File: src/rtl/mbox_frag_pkg.sv
package mbox_frag_pkg;
  localparam int HDR_LEN_W = 9;
  localparam int SLOT_BYTES = 4;
  localparam int NEED_W = HDR_LEN_W - 2;

  // strobes from the control to the datapath
  typedef struct packed {
    logic accept;
    logic loadMsg;
    logic fragStart;
    logic byteTake;
    logic fragAdvance;
  } dpCtl_t;

  typedef enum logic [2:0] {
    ST_IDLE, ST_RDY, ST_HDR, ST_PAY, ST_SEND, ST_BELL, ST_CHK
  } txState_t;
endpackage

File: src/rtl/mbox_frag_dp.sv
module mbox_frag_dp
  import mbox_frag_pkg::*;
#(
  parameter int LEN_W = 12,
  parameter int DEPTH_W = 8
) (
  input  logic                 clk,
  input  logic                 rstN,
  input  dpCtl_t               ctl,
  input  logic [LEN_W-1:0]     msgLen,
  input  logic [7:0]           hostAddr,
  input  logic [7:0]           clientAddr,
  input  logic [DEPTH_W-1:0]   depth,
  input  logic [7:0]           rdByte,
  output logic [LEN_W-1:0]     rdIdx,
  output logic                 slotWr,
  output logic [31:0]          slotData,
  output logic [NEED_W-1:0]    needSlots,
  output logic                 lastByte,
  output logic                 msgDone
);
  localparam int CAP_W = DEPTH_W + 2;
  localparam int LEN_LIMIT = (1 << HDR_LEN_W) - 1;

  logic [LEN_W-1:0]     lenQ, remQ, idxQ;
  logic [7:0]           hostQ, clientQ;
  logic [HDR_LEN_W-1:0] maxPayQ, fragLenQ, fragCntQ;
  logic [1:0]           laneQ;
  logic [31:0]          packQ;

  logic [CAP_W-1:0]     capBytes;
  logic [HDR_LEN_W-1:0] capped, maxPayC, curFrag;
  logic                 lastFrag, payWr;
  logic [31:0]          hdrWord, payWord;
  logic [HDR_LEN_W:0]   roundUp;

  // payload ceiling: buffer bytes or length-field limit, minus the header slot
  always_comb begin
    capBytes = {depth, 2'b00};
    capped   = (capBytes > CAP_W'(LEN_LIMIT)) ? HDR_LEN_W'(LEN_LIMIT) : capBytes[HDR_LEN_W-1:0];
    maxPayC  = capped - HDR_LEN_W'(SLOT_BYTES);
  end

  always_comb begin
    curFrag  = (remQ < LEN_W'(maxPayQ)) ? remQ[HDR_LEN_W-1:0] : maxPayQ;
    lastFrag = (LEN_W'(curFrag) == remQ);
    hdrWord  = {lastFrag, 6'b0, curFrag, hostQ, clientQ};
    payWord  = packQ | (32'(rdByte) << {laneQ, 3'b000});
    roundUp  = {1'b0, fragLenQ} + (HDR_LEN_W+1)'(SLOT_BYTES - 1);
    needSlots = roundUp[HDR_LEN_W:2];
    lastByte = (fragCntQ == fragLenQ - 1'b1);
    msgDone  = (LEN_W'(fragLenQ) == remQ);
    payWr    = ctl.byteTake & ((laneQ == 2'd3) | lastByte);
    slotWr   = ctl.fragStart | payWr;
    slotData = ctl.fragStart ? hdrWord : payWord;
    rdIdx    = idxQ;
  end

  always_ff @(posedge clk) begin
    if (!rstN) begin
      lenQ <= '0; remQ <= '0; idxQ <= '0; hostQ <= '0; clientQ <= '0;
      maxPayQ <= '0; fragLenQ <= '0; fragCntQ <= '0; laneQ <= '0; packQ <= '0;
    end else begin
      if (ctl.accept) begin
        lenQ    <= msgLen;
        hostQ   <= hostAddr;
        clientQ <= clientAddr;
      end
      if (ctl.loadMsg) begin
        remQ    <= lenQ;
        idxQ    <= '0;
        maxPayQ <= maxPayC;
      end
      if (ctl.fragStart) begin
        fragLenQ <= curFrag;
        fragCntQ <= '0;
        laneQ    <= '0;
        packQ    <= '0;
      end
      if (ctl.byteTake) begin
        idxQ     <= idxQ + 1'b1;
        fragCntQ <= fragCntQ + 1'b1;
        laneQ    <= laneQ + 1'b1;
        packQ    <= payWr ? 32'b0 : payWord;
      end
      if (ctl.fragAdvance) remQ <= remQ - LEN_W'(fragLenQ);
    end
  end

  // a fragment is never empty and never exceeds the 9-bit field minus a slot
  a_r3_frag_cap: assert property (@(posedge clk) disable iff (!rstN)
    ctl.fragStart |-> (curFrag != '0 && curFrag <= HDR_LEN_W'(LEN_LIMIT - SLOT_BYTES)));
  // the byte index only moves while payload is being taken
  a_r6_idx_moves_on_take: assert property (@(posedge clk) disable iff (!rstN)
    (!$past(ctl.byteTake) && !$past(ctl.loadMsg)) |-> $stable(idxQ));
endmodule

File: src/rtl/mbox_frag_ctl.sv
module mbox_frag_ctl
  import mbox_frag_pkg::*;
#(
  parameter int MAX_TRY = 5,
  parameter int TO_W = 16,
  parameter int DEPTH_W = 8
) (
  input  logic               clk,
  input  logic               rstN,
  input  logic               start,
  input  logic               lenZero,
  input  logic               peerReady,
  input  logic [DEPTH_W-1:0] freeSlots,
  input  logic [NEED_W-1:0]  needSlots,
  input  logic               lastByte,
  input  logic               msgDone,
  input  logic [TO_W-1:0]    timeoutCycles,
  output dpCtl_t             ctl,
  output logic               intClr,
  output logic               doorbell,
  output logic               done,
  output logic               error
);
  localparam int TRY_W = $clog2(MAX_TRY + 1);
  localparam int CMP_W = (DEPTH_W > NEED_W) ? DEPTH_W : NEED_W;

  txState_t         stateQ, nxt;
  logic [TRY_W-1:0] tryQ;
  logic [TO_W-1:0]  timerQ;
  logic             expire, waiting, failAtt, lastTry, doneD, errD;

  always_comb begin
    waiting = (stateQ == ST_RDY) || (stateQ == ST_HDR) || (stateQ == ST_PAY);
    expire  = waiting && (timerQ >= timeoutCycles);
    lastTry = (tryQ == TRY_W'(MAX_TRY - 1));
  end

  always_comb begin
    nxt = stateQ; ctl = '0; failAtt = 1'b0; doneD = 1'b0; errD = 1'b0;
    case (stateQ)
      ST_IDLE: if (start) begin
        if (lenZero) errD = 1'b1;
        else begin ctl.accept = 1'b1; nxt = ST_RDY; end
      end
      ST_RDY: if (peerReady) begin ctl.loadMsg = 1'b1; nxt = ST_HDR; end
              else if (expire) failAtt = 1'b1;
      ST_HDR: if (freeSlots != '0) begin ctl.fragStart = 1'b1; nxt = ST_PAY; end
              else if (expire) failAtt = 1'b1;
      ST_PAY: if (CMP_W'(freeSlots) >= CMP_W'(needSlots)) nxt = ST_SEND;
              else if (expire) failAtt = 1'b1;
      ST_SEND: begin ctl.byteTake = 1'b1; if (lastByte) nxt = ST_BELL; end
      ST_BELL: nxt = ST_CHK;
      ST_CHK: if (!peerReady) failAtt = 1'b1;
              else if (msgDone) begin doneD = 1'b1; nxt = ST_IDLE; end
              else begin ctl.fragAdvance = 1'b1; nxt = ST_HDR; end
      default: nxt = ST_IDLE;
    endcase
    if (failAtt) begin
      if (lastTry) begin errD = 1'b1; nxt = ST_IDLE; end
      else nxt = ST_RDY;
    end
  end

  always_ff @(posedge clk) begin
    if (!rstN) begin
      stateQ <= ST_IDLE; tryQ <= '0; timerQ <= '0;
      intClr <= 1'b0; done <= 1'b0; error <= 1'b0;
    end else begin
      stateQ <= nxt;
      timerQ <= (nxt != stateQ || failAtt) ? '0 : (waiting ? timerQ + 1'b1 : timerQ);
      if (ctl.accept) tryQ <= '0;
      else if (failAtt && !lastTry) tryQ <= tryQ + 1'b1;
      intClr <= ctl.accept;
      done   <= doneD;
      error  <= errD;
    end
  end

  assign doorbell = (stateQ == ST_BELL);

  // attempt counter stays within the retry budget
  a_r9_try_bound: assert property (@(posedge clk) disable iff (!rstN) tryQ < TRY_W'(MAX_TRY));
  // success and failure are exclusive; success is a single pulse
  a_r11_done_err_excl: assert property (@(posedge clk) disable iff (!rstN) !(done && error));
  a_r11_done_pulse: assert property (@(posedge clk) disable iff (!rstN) done |=> !done);
endmodule

File: src/rtl/mbox_frag_tx.sv
module mbox_frag_tx
  import mbox_frag_pkg::*;
#(
  parameter int LEN_W = 12,     // at least 9
  parameter int DEPTH_W = 8,    // at least 7
  parameter int TO_W = 16,
  parameter int MAX_TRY = 5
) (
  input  logic               clk,
  input  logic               rstN,
  input  logic               start,
  input  logic [LEN_W-1:0]   msgLen,
  input  logic [7:0]         hostAddr,
  input  logic [7:0]         clientAddr,
  input  logic [DEPTH_W-1:0] depth,
  input  logic [DEPTH_W-1:0] freeSlots,
  input  logic               peerReady,
  input  logic [TO_W-1:0]    timeoutCycles,
  output logic [LEN_W-1:0]   rdIdx,
  input  logic [7:0]         rdByte,
  output logic               slotWr,
  output logic [31:0]        slotData,
  output logic               doorbell,
  output logic               intClr,
  output logic               done,
  output logic               error
);
  dpCtl_t            ctl;
  logic [NEED_W-1:0] needSlots;
  logic              lastByte, msgDone;

  mbox_frag_ctl #(.MAX_TRY(MAX_TRY), .TO_W(TO_W), .DEPTH_W(DEPTH_W)) uCtl (
    .clk(clk), .rstN(rstN), .start(start), .lenZero(msgLen == '0),
    .peerReady(peerReady), .freeSlots(freeSlots), .needSlots(needSlots),
    .lastByte(lastByte), .msgDone(msgDone), .timeoutCycles(timeoutCycles),
    .ctl(ctl), .intClr(intClr), .doorbell(doorbell), .done(done), .error(error));

  mbox_frag_dp #(.LEN_W(LEN_W), .DEPTH_W(DEPTH_W)) uDp (
    .clk(clk), .rstN(rstN), .ctl(ctl), .msgLen(msgLen), .hostAddr(hostAddr),
    .clientAddr(clientAddr), .depth(depth), .rdByte(rdByte), .rdIdx(rdIdx),
    .slotWr(slotWr), .slotData(slotData), .needSlots(needSlots),
    .lastByte(lastByte), .msgDone(msgDone));

  // the doorbell directly follows a slot write (the fragment's last payload slot)
  a_r7_bell_after_write: assert property (@(posedge clk) disable iff (!rstN)
    doorbell |-> $past(slotWr));
  a_r7_bell_pulse: assert property (@(posedge clk) disable iff (!rstN) doorbell |=> !doorbell);
  // interrupt-status clear is a single pulse
  a_r10_intclr_pulse: assert property (@(posedge clk) disable iff (!rstN) intClr |=> !intClr);
endmodule

File: config.mk
export PLATFORM = sky130hd
export DESIGN_NAME = mbox_frag_tx
export DESIGN_NICKNAME = d
export VERILOG_FILES = /design/src/rtl/mbox_frag_pkg.sv /design/src/rtl/mbox_frag_dp.sv /design/src/rtl/mbox_frag_ctl.sv /design/src/rtl/mbox_frag_tx.sv
export SDC_FILE = /design/constraint.sdc
export NUM_CORES = 1
export LEC_CHECK = 0
export ABC_CLOCK_PERIOD_IN_PS = 6600
export BUFFER_PORTS_ARGS = -buffer_cell sky130_fd_sc_hd__buf_4
export CORE_ASPECT_RATIO = 1.4
export CORE_UTILIZATION = 45
export DETAILED_ROUTE_END_ITERATION = 6
export GPL_ROUTABILITY_DRIVEN = 0
export HOLD_SLACK_MARGIN = 0.03
export PLACE_DENSITY = 0.62
export REMOVE_ABC_BUFFERS = 1
export SETUP_SLACK_MARGIN = 0.5
export SLEW_MARGIN = 20
export SYNTH_ARGS = -nofsm -noshare
export SYNTH_HDL_FRONTEND = slang
export SYNTH_HIERARCHICAL = 1
export SYNTH_SLANG_ARGS = --single-unit
File: constraint.sdc
create_clock -name clk -period 6.6 [get_ports clk]
set_input_delay 0.99 -clock clk [delete_from_list [all_inputs] [get_ports clk]]
set_output_delay 0.99 -clock clk [all_outputs]
set_load 0.005 [all_outputs]
# Yosys cells after proc, flatten, opt, wreduce, memory -nomap -nowiden
# Cells that the tools add are included.
# W data, S select, Z words.
[totals]
reg_bits = 138
output_inout_bits = 49
word_cells = 110
[op_classes]
addsub = 9
magnitude_cmp = 4
eq_ne = 12
n_shift = 1
muxes = 48
n_bitwise = 5
reduce_logical = 15
[ops]
columns = ["op", "count"]
rows = [
  ["$mux W32", 4],
  ["$mux W12", 4],
  ["$mux W9", 4],
  ["$or A32 B32 Y32", 1],
  ["$shl A8 B5 Y32", 1],
  ["$eq A9 B12 Y1", 2],
  ["$mux W3", 8],
  ["$mux W1", 23],
  ["$pmux W3 S7", 1],
  ["$add A16 B1 Y16 const B", 1],
  ["$ge A16 B16 Y1", 1],
  ["$add A12 B1 Y12 const B", 1],
  ["$eq A3 B3 Y1 const B", 4],
  ["$logic_not A12 Y1", 1],
  ["$lt A12 B9 Y1", 1],
  ["$sub A12 B9 Y12", 1],
  ["$gt A10 B9 Y1 const B", 1],
  ["$add A9 B1 Y9 const B", 1],
  ["$add A9 B2 Y9 const B", 1],
  ["$eq A9 B9 Y1", 1],
  ["$sub A9 B1 Y9 const B", 1],
  ["$sub A9 B3 Y9 const B", 1],
  ["$ge A8 B7 Y1", 1],
  ["$reduce_bool A8 Y1", 1],
  ["other kinds (18)", 28],
]

# Longest topological paths before layout
[logic_depth]
word_depth = 11
depth_mapped = 15
ltp_nobuf = 13

# By module
# The synthesis kept the hierarchy.
[by_module_without_submodules]
columns = ["mod", "n_inst", "cells_each", "area_per_inst_um2"]
rows = [
  ["mbox_frag_dp", 1, 710, 6044.5],
  ["mbox_frag_ctl", 1, 229, 2034.5],
  ["mbox_frag_tx", 1, 4, 25.0],
]

# Least setup slack after synthesis
# No wires, ideal clock.
[synth_path]
path_type = "input port to output port"
startpoint = "input freeSlots[7]"
endpoint = "output slotData[21]"
arrival_ns = 2.189
t_required_ns = 5.610
path_slack_ns = 3.421
stages = 6
n_path_buf = 3
cell_sequence = "nor4_1 > a211oi_1 > clkbuf_1 > clkbuf_1 > clkbuf_1 > a21oi_1"
[synth_lines]
columns = ["item", "line_no", "source"]
rows = [
  ["start: declaration", "mbox_frag_tx.sv:16", "input logic [DEPTH_W-1:0] freeSlots,"],
  ["end: declaration", "mbox_frag_tx.sv:22", "output logic [31:0] slotData,"],
]

==> impl_summary.md <==
Floorplanning
The area enclosed by the die boundary is 18,560 µm². The number of standard-cell rows in the floorplan is 57. The vertical die dimension is 160.8 µm. For this design the top-level I/O count stands at 121. Measured along the x axis, the die boundary spans 115.4 µm. The initial utilization of the core area, before any placement, comes to 0.4638.

The core region is 17,470 µm².

Min path
The number of cells traversed by the worst hold path is 1. The terminating pin of the worst hold path is uDp/packQ[31]. The start point of the worst min-delay path is uDp/packQ[31].

The type of the tightest min-delay check is flop to flop.

Logic synthesis
The number of standard cells after synthesis is 943. After synthesis, the share of flip-flops with an asynchronous set or reset is 0. The number of synthesized flops with an enable pin is 0.

The distinct cell type count of the synthesized netlist is 79. The post-synthesis sequential area ratio is 0.3384. For this run, the leading register cell type out of synthesis is sky130_fd_sc_hd__dfxtp_1. The synthesized area per cell is 8.594 µm².

The number of warnings issued by yosys is 6. Ranked by instance count, the synthesized netlist is headed by 137 x sky130_fd_sc_hd__dfxtp_1, 95 x sky130_fd_sc_hd__nor2_1, 74 x sky130_fd_sc_hd__a21oi_1, 67 x sky130_fd_sc_hd__nand2_1, 55 x sky130_fd_sc_hd__inv_1. Sorting the synthesized cells by area gives the leading types as sky130_fd_sc_hd__dfxtp_1 34%, sky130_fd_sc_hd__ha_1 7.4%, sky130_fd_sc_hd__mux2i_1 6.3%. The synthesized design spends more area on one cell type than any other, namely sky130_fd_sc_hd__dfxtp_1.

By instance count, the leading cell after synthesis is sky130_fd_sc_hd__dfxtp_1. The synthesized design contains 137 register bits. The area share of the largest cell type after synthesis is 0.3384. The area of the mapped netlist is 8104 µm².

Place
The pre-CTS worst setup slack is 2.754 ns. Detailed placement ended at an HPWL of 14,820 µm. Port buffering added 120 buffers.

Layout
The relative area change from synthesis to final layout is 20.26%. The share of final-layout standard cells stronger than drive strength 1 is 0.1930. The antenna diode count is 0. The final layout contains 1,165 nets.

Route
The first-pass detailed-route iteration total is 5. Summing over every cut layer, the via total after detailed routing is 7,022. The detailed-route vias per instance is 5.431. After detailed routing, the number of remaining DRC violations is 0. In this run, the number of DRC markers left after iteration 0 of detailed routing was 324. The antenna violation net count after detailed routing is 0. The final layout contains routed wiring with a total length of 20,360 µm. In the final routed layout, each cell accounts on average for 15.75 µm.

Clocking
The quantity of hold-fixing buffers added after cts is 0. Clock-pin slew was measured on the worst setup and hold paths at 0.06 ns. TritonCTS created 17 clock buffers. The number of gates resized after cts is 0.

Counting along the longest clock path gives a buffer depth of 2. The cell chosen for the clock root is sky130_fd_sc_hd__clkbuf_16. TritonCTS built the clock tree.

After clock tree synthesis, the setup repair step added 0 buffers. The clock tree synthesis step divided the H-tree into 4 levels. CTS saw 137 sinks.

The later pin in the worst-skew pair is clocked with a latency of 0.43 ns.

Pwr
The proportion of power drawn by combinational gates is 0.177. Internal power comes to 1.592 mW. The share of power burned in registers is 0.401. In this run the static leakage power is 3.922 nW. IR analysis of the VDD net gives a maximum drop of 0.0001771 V. The share of power burned in the clock network is 0.422. The net switching share of the total power is 0.2808. The power per cell area is 227.2 nW/µm². In this run the power spent charging and discharging nets is 0.6219 mW. The total design power is 2.214 mW.

Timing
Setup slack closes at 2.564 ns. The post-layout minimum cycle time is 4.036 ns. The worst-margin pin slew is 0.8913 ns. The number of max-slew violations in the final report was 0.

The total count of hold-check failures in the final report was 0. Dividing the final minimum period by the clock period gives 0.6115. The maximum clock skew at final layout is 0.008724 ns. Setup violations remaining at the end of the flow were counted as 0. After routing, the total negative slack on setup checks comes to 0 ns. Setup repair after global routing left no endpoint under its margin. Derived from the worst setup path, the maximum achievable clock frequency is 247.8 MHz. Measured against its own limit, the worst slew margin works out to 0.4046.

Global routing
The pin count of the biggest net entering global routing is 73. Summed over all layers, the global routing overflow is 0. The first-pass GRT wire length is 33,310 µm.

Across every metal layer, demand over resource in global routing totals 0.2284. The number of global-route vias before repair was 6,789. The number of antenna violations at the first check in global routing came to 0.

Critical path
The kind of critical path is flop to primary output. The startpoint of the worst-slack reg-to-reg timing path is uDp/fragLenQ[2]. In this run the worst path has a maximum fanout of 72. The worst reg2reg path depth is 11. STA classifies the critical path endpoint as a primary output. The critical register-to-register path endpoint is uCtl/timerQ[14]. The setup slack on the worst flop-to-flop path is 3.21 ns. The data required time of the worst path is 5.61 ns. At the worst endpoint, the arrival time is 3.05 ns. The worst setup path is launched from a flop.

Flow run
Across the run, the number of max-cap violations was 0.

Status
The run finished with clean final reports.
[routing by layer]
metal,GRT usage,up-vias,wire length (µm)
li1,-,3587,-
met1,0.2691,3252,8745
met2,0.3960,161,10260
met3,0.05887,22,975
met4,0.07674,0,387
met5,0,-,0
[power by group through the flow]
stage	clock network, mW	logic (mW)	registers [mW]
floorplan	0	0.270	0.893
global placement	0	0.391	0.905
detailed placement	0	0.393	0.905
CTS	0.956	0.395	0.887
global route	0.993	0.434	0.891
finish	0.934	0.393	0.887
[critical path, cell delays in order, from the launching register on]
cell                       delay [ns]
sky130_fd_sc_hd__dfxtp_1         0.68
sky130_fd_sc_hd__nand2b_1        0.31
sky130_fd_sc_hd__a211oi_4        0.27
sky130_fd_sc_hd__buf_4           0.56
sky130_fd_sc_hd__inv_1           0.27
sky130_fd_sc_hd__o31ai_1         0.35
sky130_fd_sc_hd__buf_4           0.17
[through the flow]
| stage | utilization | hold slack [ns] | cell area (µm²) | cells |
|---|---|---|---|---|
| after floorplan | - | 0.4272 | 7879 | 898 |
| after global placement | 0.5247 | 0.4456 | 9168 | 1261 |
| after detailed placement | 0.5247 | 0.4474 | 9168 | 1261 |
| after CTS | 0.5575 | 0.4669 | 9742 | 1293 |
| after global routing | 0.5578 | 0.4838 | 9746 | 1293 |
| final | 0.5578 | 0.4645 | 9746 | 1293 |
[cell usage in the layout (no fill, tap or decap), drive strengths merged, types with 7 or more instances in the layout]
cell type	count
o21ai	54
nand2b	7
a21oi	75
dfxtp	137
or3	7
xnor2	27
and3	10
nor2	106
o211ai	7
nor2b	11
nor3	17
nor4	8
xor2	23
inv	61
nand2	67
a31oi	8
ha	48
buf	127
clkbuf	19
nand4	12
nand3	29
a211oi	20
o2bb2ai	31
mux2i	51
[registers in the layout, indices dropped and copies added (netlist names)]
register,count
uDp/clientQ,8
uDp/maxPayQ,8
uCtl/stateQ,3
uDp/rdIdx,12
uDp/fragCntQ,9
uDp/lenQ,12
uDp/laneQ,2
uCtl/intClr,1
uCtl/tryQ,3
uCtl/timerQ,16
uDp/fragLenQ,9
uDp/packQ,32
uDp/remQ,12
uCtl/done,1
uCtl/error,1
uDp/hostQ,8
[area by class of cell]
class,instances,area [µm²]
multi-input cells,705,4970
clock buffers,19,432.9
repair buffers,127,953.4
well taps,236,295.3
inverters,56,210.2
fillers,1684,7727
flip-flops and latches,137,2743
clock inverters,13,141.4
[kinds of logic (layout without fill, tap and decap cells)]
group                      Yosys count  count (layout)  share of synthesized area
AOI/OAI and AO/OA                  244             244                     0.2070
xor gates and xnor gates            50              50                    0.05404
adders and majority gates           49              49                    0.07658
buffers and inverters              101             215                    0.05373
DFF                                137             137                     0.3384
muxes                               56              56                    0.06994
and+or+nand+nor                    306             306                     0.2002
[how the worst max path moves through the flow]
stage                     depth (start not counted)  slack, ns            to           start
after floorplan                                   4      -0.05  slotData[31]    freeSlots[7]
after global placement                            9       2.73  slotData[24]  uDp/maxPayQ[7]
after detailed placement                          8       2.75  slotData[24]     uDp/remQ[7]
after CTS                                         8       2.27  slotData[24]     uDp/remQ[7]
after global routing                              6       2.21  slotData[31]  uCtl/stateQ[1]
final                                             6       2.56  slotData[31]  uCtl/stateQ[1]
Power figures use the tool's default switching activity.
